$ cat src/rtl/ebus_pkg.sv
// Shared definitions for the external bus arbiter.
// Assumes request index 0 carries the highest priority.
package ebus_pkg;

    // Arbiter phase: HOLD = owner granted, DRAIN = owner degranted but still busy
    typedef enum logic {
        ARB_HOLD  = 1'b0,
        ARB_DRAIN = 1'b1
    } arb_phase_e;

endpackage

$ cat src/rtl/ebus_prio_pick.sv
// Fixed-priority picker: reports whether any request is raised and the
// lowest-numbered (highest-priority) one. Assumes N_MST >= 2.
module ebus_prio_pick #(
    parameter int N_MST = 3,
    localparam int IDX_W = $clog2(N_MST)
) (
    input  logic [N_MST-1:0] req_i,
    output logic             any_o,
    output logic [IDX_W-1:0] idx_o
);

    // Scan from lowest priority upward so the highest-priority request wins
    always_comb begin
        any_o = |req_i;
        idx_o = '0;
        for (int k = N_MST - 1; k >= 0; k--) begin
            if (req_i[k]) idx_o = IDX_W'(k);
        end
    end

endmodule

$ cat src/rtl/ebus_arb_fsm.sv
// Ownership tracker. Keeps the owning master and whether it is degranted
// and finishing its transfer. Hands the bus over only after the owner
// drops its request. The default owner is the last (lowest-priority) master.
// Assumes requests are synchronous to clk.
module ebus_arb_fsm
    import ebus_pkg::*;
#(
    parameter int N_MST = 3,
    localparam int IDX_W = $clog2(N_MST)
) (
    input  logic             clk,
    input  logic             rst_n,
    input  logic             bypass_i,
    input  logic [N_MST-1:0] req_i,
    input  logic             hi_any_i,
    input  logic [IDX_W-1:0] hi_idx_i,
    output logic [N_MST-1:0] gnt_o,
    output logic [IDX_W-1:0] own_o
);

    localparam logic [IDX_W-1:0] DEF_IDX = IDX_W'(N_MST - 1);
    localparam logic [N_MST-1:0] DEF_GNT = N_MST'(1) << (N_MST - 1);

    arb_phase_e       phase_q, phase_d;
    logic [IDX_W-1:0] own_q, own_d;
    logic             own_req;
    logic             higher_req;
    logic [IDX_W-1:0] next_own;

    // Pick out the owner's own request line
    always_comb begin
        own_req = 1'b0;
        for (int k = 0; k < N_MST; k++) begin
            if (own_q == IDX_W'(k)) own_req = req_i[k];
        end
    end

    // Next owner and phase: degrant on higher request, hand over on release
    always_comb begin
        higher_req = hi_any_i && (hi_idx_i < own_q);
        next_own   = hi_any_i ? hi_idx_i : DEF_IDX;
        phase_d    = phase_q;
        own_d      = own_q;
        case (phase_q)
            ARB_HOLD: begin
                if (!own_req)        own_d   = next_own;
                else if (higher_req) phase_d = ARB_DRAIN;
            end
            default: begin
                if (!own_req) begin
                    own_d   = next_own;
                    phase_d = ARB_HOLD;
                end
            end
        endcase
    end

    // State register; bypass parks the arbiter at the default owner
    always_ff @(posedge clk) begin
        if (!rst_n || bypass_i) begin
            phase_q <= ARB_HOLD;
            own_q   <= DEF_IDX;
        end else begin
            phase_q <= phase_d;
            own_q   <= own_d;
        end
    end

    // Grant decode: only the owner, and only while not draining
    always_comb begin
        for (int k = 0; k < N_MST; k++) begin
            gnt_o[k] = (phase_q == ARB_HOLD) && (own_q == IDX_W'(k));
        end
    end

    assign own_o = own_q;

    // a cycle with no request leaves the default grant next cycle
    assert_idle_default_R2: assert property (@(posedge clk) disable iff (!rst_n)
        (!bypass_i && req_i == '0) |=> (gnt_o == DEF_GNT));

    // a degranted owner still requesting keeps every grant low
    assert_drain_hold_R5: assert property (@(posedge clk) disable iff (!rst_n)
        (!bypass_i && gnt_o == '0 && own_req) |=> (gnt_o == '0));

    // release during drain grants the highest pending requester next cycle
    assert_handover_R6: assert property (@(posedge clk) disable iff (!rst_n)
        (!bypass_i && gnt_o == '0 && !own_req && hi_any_i)
        |=> (gnt_o == (N_MST'(1) << $past(hi_idx_i))));

    // Per-master degrant and keep rules
    for (genvar g = 0; g < N_MST; g++) begin : g_chk
        logic above;
        if (g == 0) begin : g_top
            assign above = 1'b0;
        end else begin : g_low
            assign above = |req_i[g-1:0];
        end

        // owner requesting with a higher request present loses its grant
        assert_degrant_R4: assert property (@(posedge clk) disable iff (!rst_n)
            (!bypass_i && gnt_o[g] && req_i[g] && above) |=> !gnt_o[g]);

        // with no higher request, a requesting owner keeps its grant
        assert_keep_R7: assert property (@(posedge clk) disable iff (!rst_n)
            (!bypass_i && gnt_o[g] && req_i[g] && !above) |=> gnt_o[g]);
    end

endmodule

$ cat src/rtl/ebus_pin_mux.sv
// Pin multiplexer: routes the owning master's address, write data and
// active-low data enable onto the external pins. In bypass the pins idle
// (zero address/data, data enable inactive). Assumes sel_i < N_MST.
module ebus_pin_mux #(
    parameter int N_MST  = 3,
    parameter int ADDR_W = 16,
    parameter int DATA_W = 8,
    localparam int IDX_W = $clog2(N_MST)
) (
    input  logic                    bypass_i,
    input  logic [IDX_W-1:0]        sel_i,
    input  logic [N_MST*ADDR_W-1:0] mst_addr_i,
    input  logic [N_MST*DATA_W-1:0] mst_wdata_i,
    input  logic [N_MST-1:0]        mst_den_n_i,
    output logic [ADDR_W-1:0]       pin_addr_o,
    output logic [DATA_W-1:0]       pin_wdata_o,
    output logic                    pin_den_n_o
);

    logic [ADDR_W-1:0] addr_a  [N_MST];
    logic [DATA_W-1:0] wdata_a [N_MST];

    // Unpack the flat per-master buses
    for (genvar g = 0; g < N_MST; g++) begin : g_unpack
        assign addr_a[g]  = mst_addr_i[g*ADDR_W +: ADDR_W];
        assign wdata_a[g] = mst_wdata_i[g*DATA_W +: DATA_W];
    end

    // Select the owner's signals, or idle the pins in bypass
    always_comb begin
        pin_addr_o  = '0;
        pin_wdata_o = '0;
        pin_den_n_o = 1'b1;
        if (!bypass_i) begin
            for (int k = 0; k < N_MST; k++) begin
                if (sel_i == IDX_W'(k)) begin
                    pin_addr_o  = addr_a[k];
                    pin_wdata_o = wdata_a[k];
                    pin_den_n_o = mst_den_n_i[k];
                end
            end
        end
    end

endmodule

$ cat src/rtl/ext_bus_arbiter.sv
// Shared external bus arbiter top. Fixed priority, with master 0 highest.
// Release-based handover and a default grant to the last master.
// Optional bypass to an external multiplexer.
// Assumes all inputs are synchronous to clk.
module ext_bus_arbiter #(
    parameter int N_MST  = 3,
    parameter int ADDR_W = 16,
    parameter int DATA_W = 8,
    localparam int IDX_W = $clog2(N_MST)
) (
    input  logic                    clk,
    input  logic                    rst_n,
    input  logic                    bypass_i,
    input  logic [N_MST-1:0]        req_i,
    output logic [N_MST-1:0]        gnt_o,
    output logic [N_MST-1:0]        ext_req_o,
    input  logic [N_MST-1:0]        ext_gnt_i,
    input  logic [N_MST*ADDR_W-1:0] mst_addr_i,
    input  logic [N_MST*DATA_W-1:0] mst_wdata_i,
    input  logic [N_MST-1:0]        mst_den_n_i,
    output logic [ADDR_W-1:0]       pin_addr_o,
    output logic [DATA_W-1:0]       pin_wdata_o,
    output logic                    pin_den_n_o,
    input  logic [DATA_W-1:0]       pin_rdata_i,
    output logic [DATA_W-1:0]       mst_rdata_o
);

    logic             hi_any;
    logic [IDX_W-1:0] hi_idx;
    logic [N_MST-1:0] arb_gnt;
    logic [IDX_W-1:0] own_idx;

    ebus_prio_pick #(.N_MST(N_MST)) u_pick (
        .req_i (req_i),
        .any_o (hi_any),
        .idx_o (hi_idx)
    );

    ebus_arb_fsm #(.N_MST(N_MST)) u_fsm (
        .clk      (clk),
        .rst_n    (rst_n),
        .bypass_i (bypass_i),
        .req_i    (req_i),
        .hi_any_i (hi_any),
        .hi_idx_i (hi_idx),
        .gnt_o    (arb_gnt),
        .own_o    (own_idx)
    );

    ebus_pin_mux #(.N_MST(N_MST), .ADDR_W(ADDR_W), .DATA_W(DATA_W)) u_mux (
        .bypass_i    (bypass_i),
        .sel_i       (own_idx),
        .mst_addr_i  (mst_addr_i),
        .mst_wdata_i (mst_wdata_i),
        .mst_den_n_i (mst_den_n_i),
        .pin_addr_o  (pin_addr_o),
        .pin_wdata_o (pin_wdata_o),
        .pin_den_n_o (pin_den_n_o)
    );

    // Grant source and request forwarding depend on the bypass mode
    always_comb begin
        gnt_o     = bypass_i ? ext_gnt_i : arb_gnt;
        ext_req_o = bypass_i ? req_i : '0;
    end

    // Inbound data reaches every master unarbitrated
    assign mst_rdata_o = pin_rdata_i;

endmodule

$ cat config.mk
export PLATFORM = sky130hd
export DESIGN_NAME = ext_bus_arbiter
export DESIGN_NICKNAME = d
export VERILOG_FILES = /design/src/rtl/ebus_pkg.sv /design/src/rtl/ebus_prio_pick.sv /design/src/rtl/ebus_arb_fsm.sv /design/src/rtl/ebus_pin_mux.sv /design/src/rtl/ext_bus_arbiter.sv
export SDC_FILE = /design/constraint.sdc
export NUM_CORES = 1
export LEC_CHECK = 0
export ABC_AREA = 1
export ABC_CLOCK_PERIOD_IN_PS = 2430
export BUFFER_PORTS_ARGS = -buffer_cell sky130_fd_sc_hd__buf_2
export CAP_MARGIN = 20
export CORE_AREA = 2 2 58 60
export DETAILED_ROUTE_END_ITERATION = 6
export DIE_AREA = 0 0 60 62
export GPL_TIMING_DRIVEN = 0
export HOLD_SLACK_MARGIN = 0.03
export PLACE_DENSITY = 0.85
export SLEW_MARGIN = 5
export SYNTH_ARGS = -nofsm -noshare
export SYNTH_HDL_FRONTEND = slang
export SYNTH_SLANG_ARGS = --single-unit
export TNS_END_PERCENT = 100
$ cat constraint.sdc
create_clock -name clk -period 2.43 [get_ports clk]
set_input_delay 0.243 -clock clk [delete_from_list [all_inputs] [get_ports clk]]
set_output_delay 0.243 -clock clk [all_outputs]
set_load 0.005 [all_outputs]
==> summary.md, run 1 <==
| Metric | Value |
|---|---|
| Run status | `completed` |
| Max stage delay on crit path | `0.30 ns` |
| Max-Cap Viols | `0` |
| Pre-CTS setup slack | `about 1 ns` |
| Synth top cells by count | `nand2_1 (100), inv_1 (32), nand3_1 (30), nand2_2 (10), buf_4 (9)` |
| Clock-pin slew on the worst setup and hold paths | `approximately 0.04 ns` |
| Sequential share of power | `13.7%` |
| NetSw | `141 µW` |
| Synth unique cells | `18` |
| Core box area | `3180 µm²` |
| Number of synthesized register bits | `3` |
| DR vias | `1653` |
| Hold-fix buffers, CTS | `0` |
| Arr. time, crit path | `1.44 ns` |
| Rows | `21` |
| Synthesized instance count | `roughly 210` |
| Die area | `around 3700 µm²` |
| CTS tree | `yes` |
| Mapped cell area | `roughly 1100 µm²` |
| CTS resizes | `0` |
| Synth area leaders | `nand2_1 (35%), nand3_1 (14%), inv_1 (11%), buf_4 (6.3%), nand2_2 (5.8%)` |
| Clock sink count | `3` |
| P&R area growth vs syn | `64.0%` |
| Setup Buffers After CTS | `0` |
| Share of cells above drive strength 1 | `a little under half` |
| Clock share of power | `between 20% and 30%` |
| Worst-skew pair later-pin latency | `around 0.23 ns` |
| Initial antenna violation count | `0` |
| CTS buffer count | `3` |
| Area post-placement | `1740 µm²` |
| Leakage | `between 0.001 and 0.0015 µW` |
| PwrDens | `215 nW/µm²` |
| WS Path Type | `register to output pin` |
| Die Y-Extent | `62 µm` |
| Die Wd | `around 60 µm` |
| Largest net degree at the start of global routing | `11` |
| Sequential cell area fraction in the yosys report | `under 10%` |
| PnR worst setup slack | `between 0.7 and 0.8 ns` |
| Post-route DRC | `0` |
| Number of synthesized flops with an enable pin | `0` |
| Fillers | `between 300 and 400` |
| Final Slew Violations | `0` |
| Worst Hold Launch | `rst_n` |
| Port bufs | `between 100 and 150` |
| Worst setup EP type | `output pin` |
| R2R depth | `6` |
| Placer Congestion | `about 0.73` |
| Sw frac | `about 37%` |
| Final period utilization | `~69%` |
| Ys async rst share | `0%` |
| Initial DRT Pass Iterations | `4` |
| Critical path cell sequence | `buf_6, nor2_8, buf_2, nand2_1, nand3_1, nand2_1, inv_1, buf_2` |
| VDD IR max | `0.175 mV` |
| Vias in the first global route | `roughly 1.4k` |
| Pint | `roughly 240 µW` |
| Setup TNS | `0 ns` |
| Clock Path Buffers | `2` |
| Post-DR wirelength/cell | `9.21 µm` |
| First-pass GRT wire length | `roughly 5 mm` |
| Reg2reg start | `u_fsm.own_o[1]$_SDFFE_PP1N_` |
| Req. time, crit path | `approximately 2.2 ns` |
| I/O Pins | `between 100 and 150` |
| Max stage delay cell, worst path | `dfxtp_1` |
| Syn nets | `305` |
| Fin area | `between 1500 and 2000 µm²` |
| Transition time of the tightest slew-check pin | `between 0.2 and 0.25 ns` |
| Htree depth | `1` |
| Setup violations, final | `0` |
| Skew final | `a little over 0.0007 ns` |
| Post-DP HPWL | `slightly below 3 mm` |
| YS warnings | `0` |
| Post-layout net count | `431` |
| Most common cell in the synthesized netlist | `nand2_1` |
| Max transition margin | `between 80% and 90%` |
| Worst r2r dst | `u_fsm.phase_q$_SDFF_PP0_` |
| Routed WL | `roughly 3.5 mm` |
| Initial DRC count | `60` |
| Crit path launch type | `register` |
| Grt ovf | `0` |
| Final-report hold violation count | `0` |
| Worst hold path class | `input port to register` |
| Combinational share of power | `a little over three fifths` |
| Synth area leader | `nand2_1` |
| Routed Antenna Nets | `0` |
| Worst Hold Path EP | `u_fsm.own_o[1]$_SDFFE_PP1N_` |
| Synth Area per Inst | `a little over 5 µm²` |
| Vias per cell | `approximately 4.3` |
| Top cell type's share of synthesized area | `between 30% and 40%` |
| Clk root buf | `clkbuf_4` |
| RSZ-0062 raised after global routing | `false` |
| Antenna Cells | `0` |
| Tmin final | `1.69 ns` |
| R2R Setup Slk | `around 1.3 ns` |
| Fmax | `roughly 0.6 GHz` |
| Initial core utilization | `approximately a third` |
| Min Hold Slack | `between 0.3 and 0.4 ns` |
| Hold Crit Depth | `4` |
| Top_reg_cell synth | `dfxtp_1` |
| CP max FO | `10` |
| GRT Util Overall | `around 17%` |
-- routing by layer --
layer	vias to the layer above	GRT usage [%]	part of all wire, %
li1	880	-	-
met1	705	19.2	40
met2	66	33.5	52
met3	2	1.45	7.0
met4	0	4.76	0.34
met5	-	0	0
-- layout make-up --
type                            instances  area [µm²]  area share (%)
Inverter                               35         139            7.86
Clock buffer                            4        26.3            1.49
Buffer                                 19         159            8.99
Multi-Input combinational cell        155         719            40.7
Sequential cell                         3        60.1            3.40
Timing Repair Buffer                  121         606            34.3
Tap cell                               46        57.6            3.26
-- cells in the final DEF, fill, tap and decap left out, drive strengths merged --
cell | netlist | layout
o31ai | 3 | 3
nand2 | 110 | 110
clkbuf | 0 | 4
nor2 | 6 | 6
dfxtp | 3 | 3
nand3 | 30 | 30
o21ai | 1 | 1
inv | 35 | 35
a21oi | 4 | 4
ha | 1 | 1
buf | 19 | 140
-- logic make-up after synthesis --
| family | after synthesis | synth area share (%) |
|---|---|---|
| AND/OR/NAND/NOR | 146 | 61.2 |
| buffers and inverters | 54 | 27.6 |
| AO/OA/AOI/OAI | 8 | 4.41 |
| flip-flops | 3 | 5.58 |
| adder cells (fa/ha/maj) | 1 | 1.16 |
-- registers in the layout, summed over array words and instances (netlist names) --
| name | cells |
|---|---|
| u_fsm.own_o | 2 |
| u_fsm.phase_q | 1 |
-- worst max path at each step --
| stage | start | to | slack (ns) |
|---|---|---|---|
| 2_1_floorplan | u_fsm.own_o[0]$_SDFFE_PP0N_ | pin_wdata_o[0] | 1.20 |
| 3_3_place_gp | u_fsm.own_o[0]$_SDFFE_PP0N_ | pin_wdata_o[4] | 0.98 |
| 3_5_place_dp | u_fsm.own_o[0]$_SDFFE_PP0N_ | pin_addr_o[1] | 0.98 |
| 4_1_cts | u_fsm.own_o[0]$_SDFFE_PP0N_ | pin_wdata_o[6] | 0.72 |
| 5_1_grt | u_fsm.own_o[0]$_SDFFE_PP0N_ | pin_wdata_o[6] | 0.63 |
| 6_report | u_fsm.own_o[0]$_SDFFE_PP0N_ | pin_addr_o[0] | 0.74 |
-- critical path: cells and delay by family, from the launching register on --
family | cells | cell delay [ns]
DFF | 1 | 0.30
buffers and inverters | 4 | 0.54
and+or+nand+nor | 4 | 0.36
-- power groups by stage --
stage,clock network [µW],registers (µW),logic [µW]
2_1_floorplan,0,52.7,119
3_3_place_gp,0,52.7,236
3_5_place_dp,0,52.9,241
4_1_cts,90.1,52.1,242
5_1_grt,93.3,52.2,272
6_report,88.5,52.1,239
-- per-stage QoR --
stage | utilization (%) | std cells | total power, µW
final | 55.6 | 383 | 380
after global routing | 55.6 | 383 | 417
after CTS | 55.6 | 383 | 384
after detailed placement | 54.7 | 379 | 293
after global placement | 54.7 | 379 | 289
after floorplan | - | 212 | 172
(Power assumes the default switching activity.)
==> run 2, diff against run 1 <==
Settings changed: ABC_AREA 1 to 0, ABC_CLOCK_PERIOD_IN_PS 2430 to 1400, CORE_AREA 2 2 58 60 to 2 2 64 66, DIE_AREA 0 0 60 62 to 0 0 66 68, PLACE_DENSITY 0.85 to 0.76.
Clock period 2.43 ns to 1.4 ns, I/O delays scaled along.
==> summary.md, run 2 <==
| Metric | Value |
|---|---|
| Run status | `finished, violations left` |
| Violated checks | `negative setup slack` |
| Largest net degree at the start of global routing | `11 (unchanged)` |
| Final Slew Violations | `0 (unchanged)` |
| Crit path launch type | `register` |
| Most common cell after layout, fill and taps aside | `buf_2` |
| Max FFs per register | `2 (unchanged)` |
| Post-route DRC | `0 (unchanged)` |
| Clock-pin slew on the worst setup and hold paths | `0.03 ns (about the same)` |
| Max stage delay on crit path | `0.43 ns (+0.13 ns)` |
| Fin cells | `336 (-12%)` |
| YS warnings | `0 (unchanged)` |
| Routed Antenna Nets | `0 (unchanged)` |
| Arr. time, crit path | `1.37 ns (-0.07 ns)` |
| Mapped cell area | `1130 µm² (+5.3%)` |
| Sequential cell area fraction in the yosys report | `5.29% (-0.28 points)` |
| Share of cells above drive strength 1 | `69.9% (+23 points)` |
| Worst setup EP type | `output pin` |
| Initial DRC count | `23 (-62%)` |
| First-pass GRT wire length | `5.78 mm (+14%)` |
| Max stage delay cell, worst path | `dfxtp_4` |
| Clock Path Buffers | `2 (unchanged)` |
| Die area | `4490 µm² (+21%)` |
| VDD IR max | `0.195 mV (+11%)` |
| Critical path cell sequence | `buf_12, mux2i_1, or2_1, a21oi_2, buf_2` |
| Placed Cells incl. Taps | `326 (-14%)` |
| Setup violations, final | `25 (+25)` |
| P&R area growth vs syn | `81.8%` |
| Synth area leaders | `mux2i_1 (22%), a21oi_2 (15%), or2_1 (12%), nand2_1 (9.3%), buf_4 (7.3%)` |
| Grt ovf | `0 (unchanged)` |
| Worst hold path class | `input port to register` |
| Number of synthesized flops with an enable pin | `0 (unchanged)` |
| Antenna Cells | `0 (unchanged)` |
| Max transition margin | `52.0% (-34 points)` |
| Max-Cap Viols | `0 (unchanged)` |
| Initial antenna violation count | `0 (unchanged)` |
| Port bufs | `121 (unchanged)` |
| CTS buffer count | `3 (unchanged)` |
| GRT Util Overall | `16.5% (-0.47 points)` |
| Clk root buf | `clkbuf_8` |
| PnR worst setup slack | `-0.112 ns (-0.855 ns)` |
| PwrDens | `398 nW/µm² (+85%)` |
| DR vias | `1551 (-6.2%)` |
| Die Y-Extent | `68 µm (+9.7%)` |
| Vias in the first global route | `1333 (-1.6%)` |
| Vias per cell | `4.62 (+7.0%)` |
| Leakage | `0.00118 µW (-6.3%)` |
| Post-DP HPWL | `3.12 mm (+6.0%)` |
| Placer Congestion | `0.735 (+0.70%)` |
| Syn nets | `248 (-19%)` |
| Number of synthesized register bits | `3 (unchanged)` |
| Transition time of the tightest slew-check pin | `0.720 ns (+0.514 ns)` |
| Final-report hold violation count | `0 (unchanged)` |
| Final period utilization | `108%` |
| Synth unique cells | `30 (+12)` |
| R2R Setup Slk | `-0.02 ns (-1.28 ns)` |
| Synth Area per Inst | `7.32 µm² (+44%)` |
| CTS tree | `yes` |
| Top_reg_cell synth | `dfxtp_1` |
| Worst-skew pair later-pin latency | `0.22 ns (about the same)` |
| Tmin final | `approximately 1.5 ns` |
| CP max FO | `10 (unchanged)` |
| Post-layout net count | `380 (-12%)` |
| Synthesized instance count | `155 (-27%)` |
| Initial DRT Pass Iterations | `2 (-2)` |
| Fmax | `roughly 0.66 GHz` |
| PnR Total Power | `821 µW (+120%)` |
| Fillers | `387 (+9.3%)` |
| Htree depth | `1 (unchanged)` |
| Synth area leader | `mux2i_1` |
| Post-DR wirelength/cell | `12.2 µm (+33%)` |
| Req. time, crit path | `1.26 ns (-0.93 ns)` |
| Hold-fix buffers, CTS | `0 (unchanged)` |
| Reg area | `67.6 µm² (+13%)` |
| Top cell type's share of synthesized area | `22.1% (-13 points)` |
| Rows | `23 (+9.5%)` |
| I/O Pins | `131 (unchanged)` |
| Skew final | `0.00147 ns (+0.000758 ns)` |
| Ys async rst share | `0% (unchanged)` |
| Footprint of the multi-input gates | `1020 µm² (+41%)` |
| Most common cell in the synthesized netlist | `nand2_1` |
| Routed WL | `4.11 mm (+16%)` |
| Die Wd | `66 µm (+10%)` |
| Synth top cells by count | `nand2_1 (28), mux2i_1 (25), or2_1 (22), a21oi_2 (20), buf_4 (11)` |
| RSZ-0062 raised after global routing | `true` |
| Initial core utilization | `29.4% (-4.5 points)` |
| Most frequent cells in the layout | `buf_2 (122), mux2i_1 (24), a21oi_2 (23)` |
| Clock sink count | `3 (unchanged)` |
| Core box area | `3860 µm² (+21%)` |
| WS Path Type | `register to output pin` |
## run 2: metal layers
layer	vias up	wire (µm)	GRT usage [%]
li1	782	-	-
met1	680	1600	18.1
met2	85	2130	32.6
met3	4	334	1.64
met4	0	48	6.12
met5	-	0	0
## run 2: cell type report
cell class | instances | share of cell area [%]
plain buffers | 21 | 9.10
clock buffers | 4 | 2.18
inverters | 2 | 0.485
multi-input cells | 128 | 49.3
flip-flops and latches | 3 | 3.27
well taps | 50 | 3.03
repair buffers | 128 | 32.6
## run 2: where the power goes
| part | total [µW] | switching, µW | internal (µW) |
|---|---|---|---|
| clock network | 264 | 68.5 | 195 |
| logic | 462 | 189 | 273 |
| registers | 94.8 | 8.12 | 86.7 |
| total | 821 | 266 | 555 |
## run 2: final timing paths
| kind | cells after the start | to | from |
|---|---|---|---|
| min | 2 | u_fsm.own_o[1]$_SDFFE_PP1N_ | req_i[0] |
| max reg2reg | 6 | u_fsm.phase_q$_SDFF_PP0_ | u_fsm.own_o[1]$_SDFFE_PP1N_ |
| min reg2reg | 1 | u_fsm.phase_q$_SDFF_PP0_ | u_fsm.phase_q$_SDFF_PP0_ |
| max | 5 | pin_addr_o[6] | u_fsm.own_o[1]$_SDFFE_PP1N_ |
## run 2: timing repair
item / 4_1_cts / 5_1_grt
pin swaps: 14 / 7
endpoints found under the setup margin: 29 / 28
cloned: 2 / 0
gates resized for setup: 29 / 22
buffers inserted: 4 / 1
## run 2: logic make-up (layout without fill, tap and decap cells)
| kind of cell | Yosys count | after routing | share of synthesized area [%] |
|---|---|---|---|
| flops | 3 | 3 | 5.29 |
| compound gates | 35 | 35 | 24.7 |
| buf+inv | 24 | 155 | 16.2 |
| fa+ha+maj | 1 | 1 | 1.10 |
| mux | 25 | 25 | 22.1 |
| simple gates | 67 | 67 | 30.7 |
## run 2: critical path: cells and delay by family (launching register included)
family	cells	cell delay (ns)
AOI/OAI and AO/OA	1	0.05
buffers and inverters	2	0.32
DFF	1	0.43
muxes	1	0.22
and+or+nand+nor	1	0.14
## run 2: through the flow
stage	cell area [µm²]	util (%)	setup slack, ns	setup TNS (ns)	hold slack, ns
3_5_place_dp	1820	47.1	-0.126	-0.126	0.426
4_1_cts	1980	51.4	-0.113	-2.26	0.192
5_1_grt	2060	53.5	-0.189	-3.82	0.226
3_3_place_gp	1820	47.1	-0.0838	-0.0838	0.423
6_report	2060	53.5	-0.112	-2.13	0.194
2_1_floorplan	1150	-	0.0447	0	0.248
==> run 3, diff against run 2 <==
Settings changed: CORE_AREA 2 2 64 66 to 2 2 46 91, DIE_AREA 0 0 66 68 to 0 0 48 93.
==> summary.md, run 3 (synthesized netlist as in run 2, its figures left out) <==
| Metric | Value |
|---|---|
| Run status | `finished, violations left` |
| Violated checks | `negative setup slack` |
| Post-DP HPWL | `3.21 mm (+2.8%)` |
| Post-layout net count | `380 (unchanged)` |
| Most frequent cells in the layout | `buf_2 (122), nand2_1 (27), mux2i_1 (25)` |
| Req. time, crit path | `1.26 ns (about the same)` |
| Largest net degree at the start of global routing | `11 (unchanged)` |
| Crit path launch type | `register` |
| Clk root buf | `clkbuf_8` |
| Leakage | `0.00116 µW (-1.7%)` |
| Vias per cell | `4.56 (-1.2%)` |
| Antenna Cells | `0 (unchanged)` |
| Tmin final | `1.49 ns (-0.0243 ns)` |
| Crit path buf inv count | `2 (unchanged)` |
| Area post-placement | `1820 µm² (about the same)` |
| First-pass GRT wire length | `5.94 mm (+2.9%)` |
| Die Wd | `48 µm (-27%)` |
| Clock-pin slew on the worst setup and hold paths | `0.03 ns (about the same)` |
| Core box area | `3800 µm² (-1.4%)` |
| Post-route DRC | `0 (unchanged)` |
| Fin area | `1990 µm² (-3.3%)` |
| PnR worst setup slack | `-0.0874 ns (+0.0243 ns)` |
| Clock Path Buffers | `2 (unchanged)` |
| Rows | `32 (+39%)` |
| Pre-CTS setup slack | `-0.142 ns (-0.0168 ns)` |
| Initial DRC count | `11 (-52%)` |
| WS Path Type | `register to output pin` |
| Placer Congestion | `0.732 (-0.37%)` |
| PnR Total Power | `793 µW (-3.3%)` |
| PwrDens | `398 nW/µm² (about the same)` |
| VDD IR max | `0.222 mV (+14%)` |
| Initial DRT Pass Iterations | `4 (+2)` |
| I/O Pins | `131 (unchanged)` |
| Die Y-Extent | `93 µm (+37%)` |
| Most common cell after layout, fill and taps aside | `buf_2` |
| Final period utilization | `106% (-1.7 points)` |
| Critical path cell sequence | `buf_12, mux2i_1, or2_1, a21oi_2, buf_2` |
| Max transition margin | `54.9% (+2.9 points)` |
| Initial antenna violation count | `0 (unchanged)` |
| Setup violations, final | `25 (unchanged)` |
| Skew final | `0.000243 ns (-0.00122 ns)` |
| Worst-skew pair later-pin latency | `0.21 ns (about the same)` |
| Initial core utilization | `29.8% (+0.41 points)` |
| Routed WL | `3.99 mm (-2.9%)` |
| Routed Antenna Nets | `0 (unchanged)` |
| Htree depth | `1 (unchanged)` |
| Worst setup EP type | `output pin` |
| Max stage delay on crit path | `0.43 ns (about the same)` |
| Die area | `4460 µm² (-0.53%)` |
| Max stage delay cell, worst path | `dfxtp_4` |
| CP delay by family, top | `flip-flops` |
| GRT Util Overall | `17.7% (+1.3 points)` |
| RSZ-0062 raised after global routing | `true` |
| Worst hold path class | `input port to register` |
| CTS buffer count | `3 (unchanged)` |
| Share of cells above drive strength 1 | `62.9% (-7.0 points)` |
| DR vias | `1537 (-0.90%)` |
| Clock sink count | `3 (unchanged)` |
| Transition time of the tightest slew-check pin | `0.676 ns (-0.0431 ns)` |
| Max-Cap Viols | `0 (unchanged)` |
| Fmax | `0.672 GHz (+1.6%)` |
| P&R area growth vs syn | `75.7%` |
| Post-DR wirelength/cell | `11.8 µm (-3.2%)` |
| Final Slew Violations | `0 (unchanged)` |
| Max FFs per register | `2 (unchanged)` |
| Final-report hold violation count | `0 (unchanged)` |
| Vias in the first global route | `1433 (+7.5%)` |
| CTS tree | `yes` |
| Arr. time, crit path | `1.35 ns (-0.02 ns)` |
| Port bufs | `121 (unchanged)` |
| Grt ovf | `0 (unchanged)` |
| CP max FO | `10 (unchanged)` |
run 3: cell count changes in the layout (fill, tap and decap cells not counted), moves of 2 or more:
cell	previous run	this run
nand2_2	14	1
a21oi_2	23	20
buf_6	5	3
nand2_4	2	0
nand2_1	12	27
a21oi_1	2	5
run 3: routing by layer:
metal,vias to the layer above,share of wire (%),wire (µm),track usage [%]
met1,680,36,1440,19.6
met2,75,57,2270,32.1
met4,0,1.1,43,6.76
met3,4,5.9,236,1.35
li1,778,-,-,-
met5,-,0,0,0
run 3: through the flow:
step                      setup TNS (ns)  std cells  hold WS (ns)  utilization, %
after CTS                          -2.33        335         0.214            51.2
after global placement           -0.0924        327         0.443            47.8
after global routing               -3.49        337         0.247            52.4
after detailed placement          -0.148        327         0.443            47.8
after floorplan                        0        155         0.248               -
final                              -1.73        337         0.216            52.4
run 3: power by group:
group | total [µW] | leakage, µW | internal [µW] | switching, µW
Sequential | 94.5 | 0.0000252 | 86.7 | 7.79
Combinational | 449 | 0.00111 | 270 | 179
Clock | 249 | 0.0000228 | 194 | 55.4
run 3: worst paths after layout:
kind / start / end / slack (ns) / depth (start not counted)
worst max register to register: u_fsm.own_o[1]$_SDFFE_PP1N_ / u_fsm.phase_q$_SDFF_PP0_ / 0.01 / 6
worst min-delay path: req_i[0] / u_fsm.own_o[1]$_SDFFE_PP1N_ / 0.22 / 2
worst min register to register: u_fsm.phase_q$_SDFF_PP0_ / u_fsm.phase_q$_SDFF_PP0_ / 0.60 / 1
worst max-delay path: u_fsm.own_o[1]$_SDFFE_PP1N_ / pin_addr_o[3] / -0.09 / 5
run 3: repair_timing:
action	in CTS	in global routing
gates cloned	0	0
endpoints found under the setup margin	29	28
setup buffers	5	2
resized for setup	16	8
hold buffers	0	0
pin swaps	6	2
run 3: final cells by class:
type	count	area, µm²
Buffer	21	188
Clock buffer	4	45.0
Fill cell	386	1810
Inverter	2	10.0
Multi-Input combinational cell	128	942
Sequential cell	3	67.6
Tap cell	51	63.8
Timing Repair Buffer	128	678
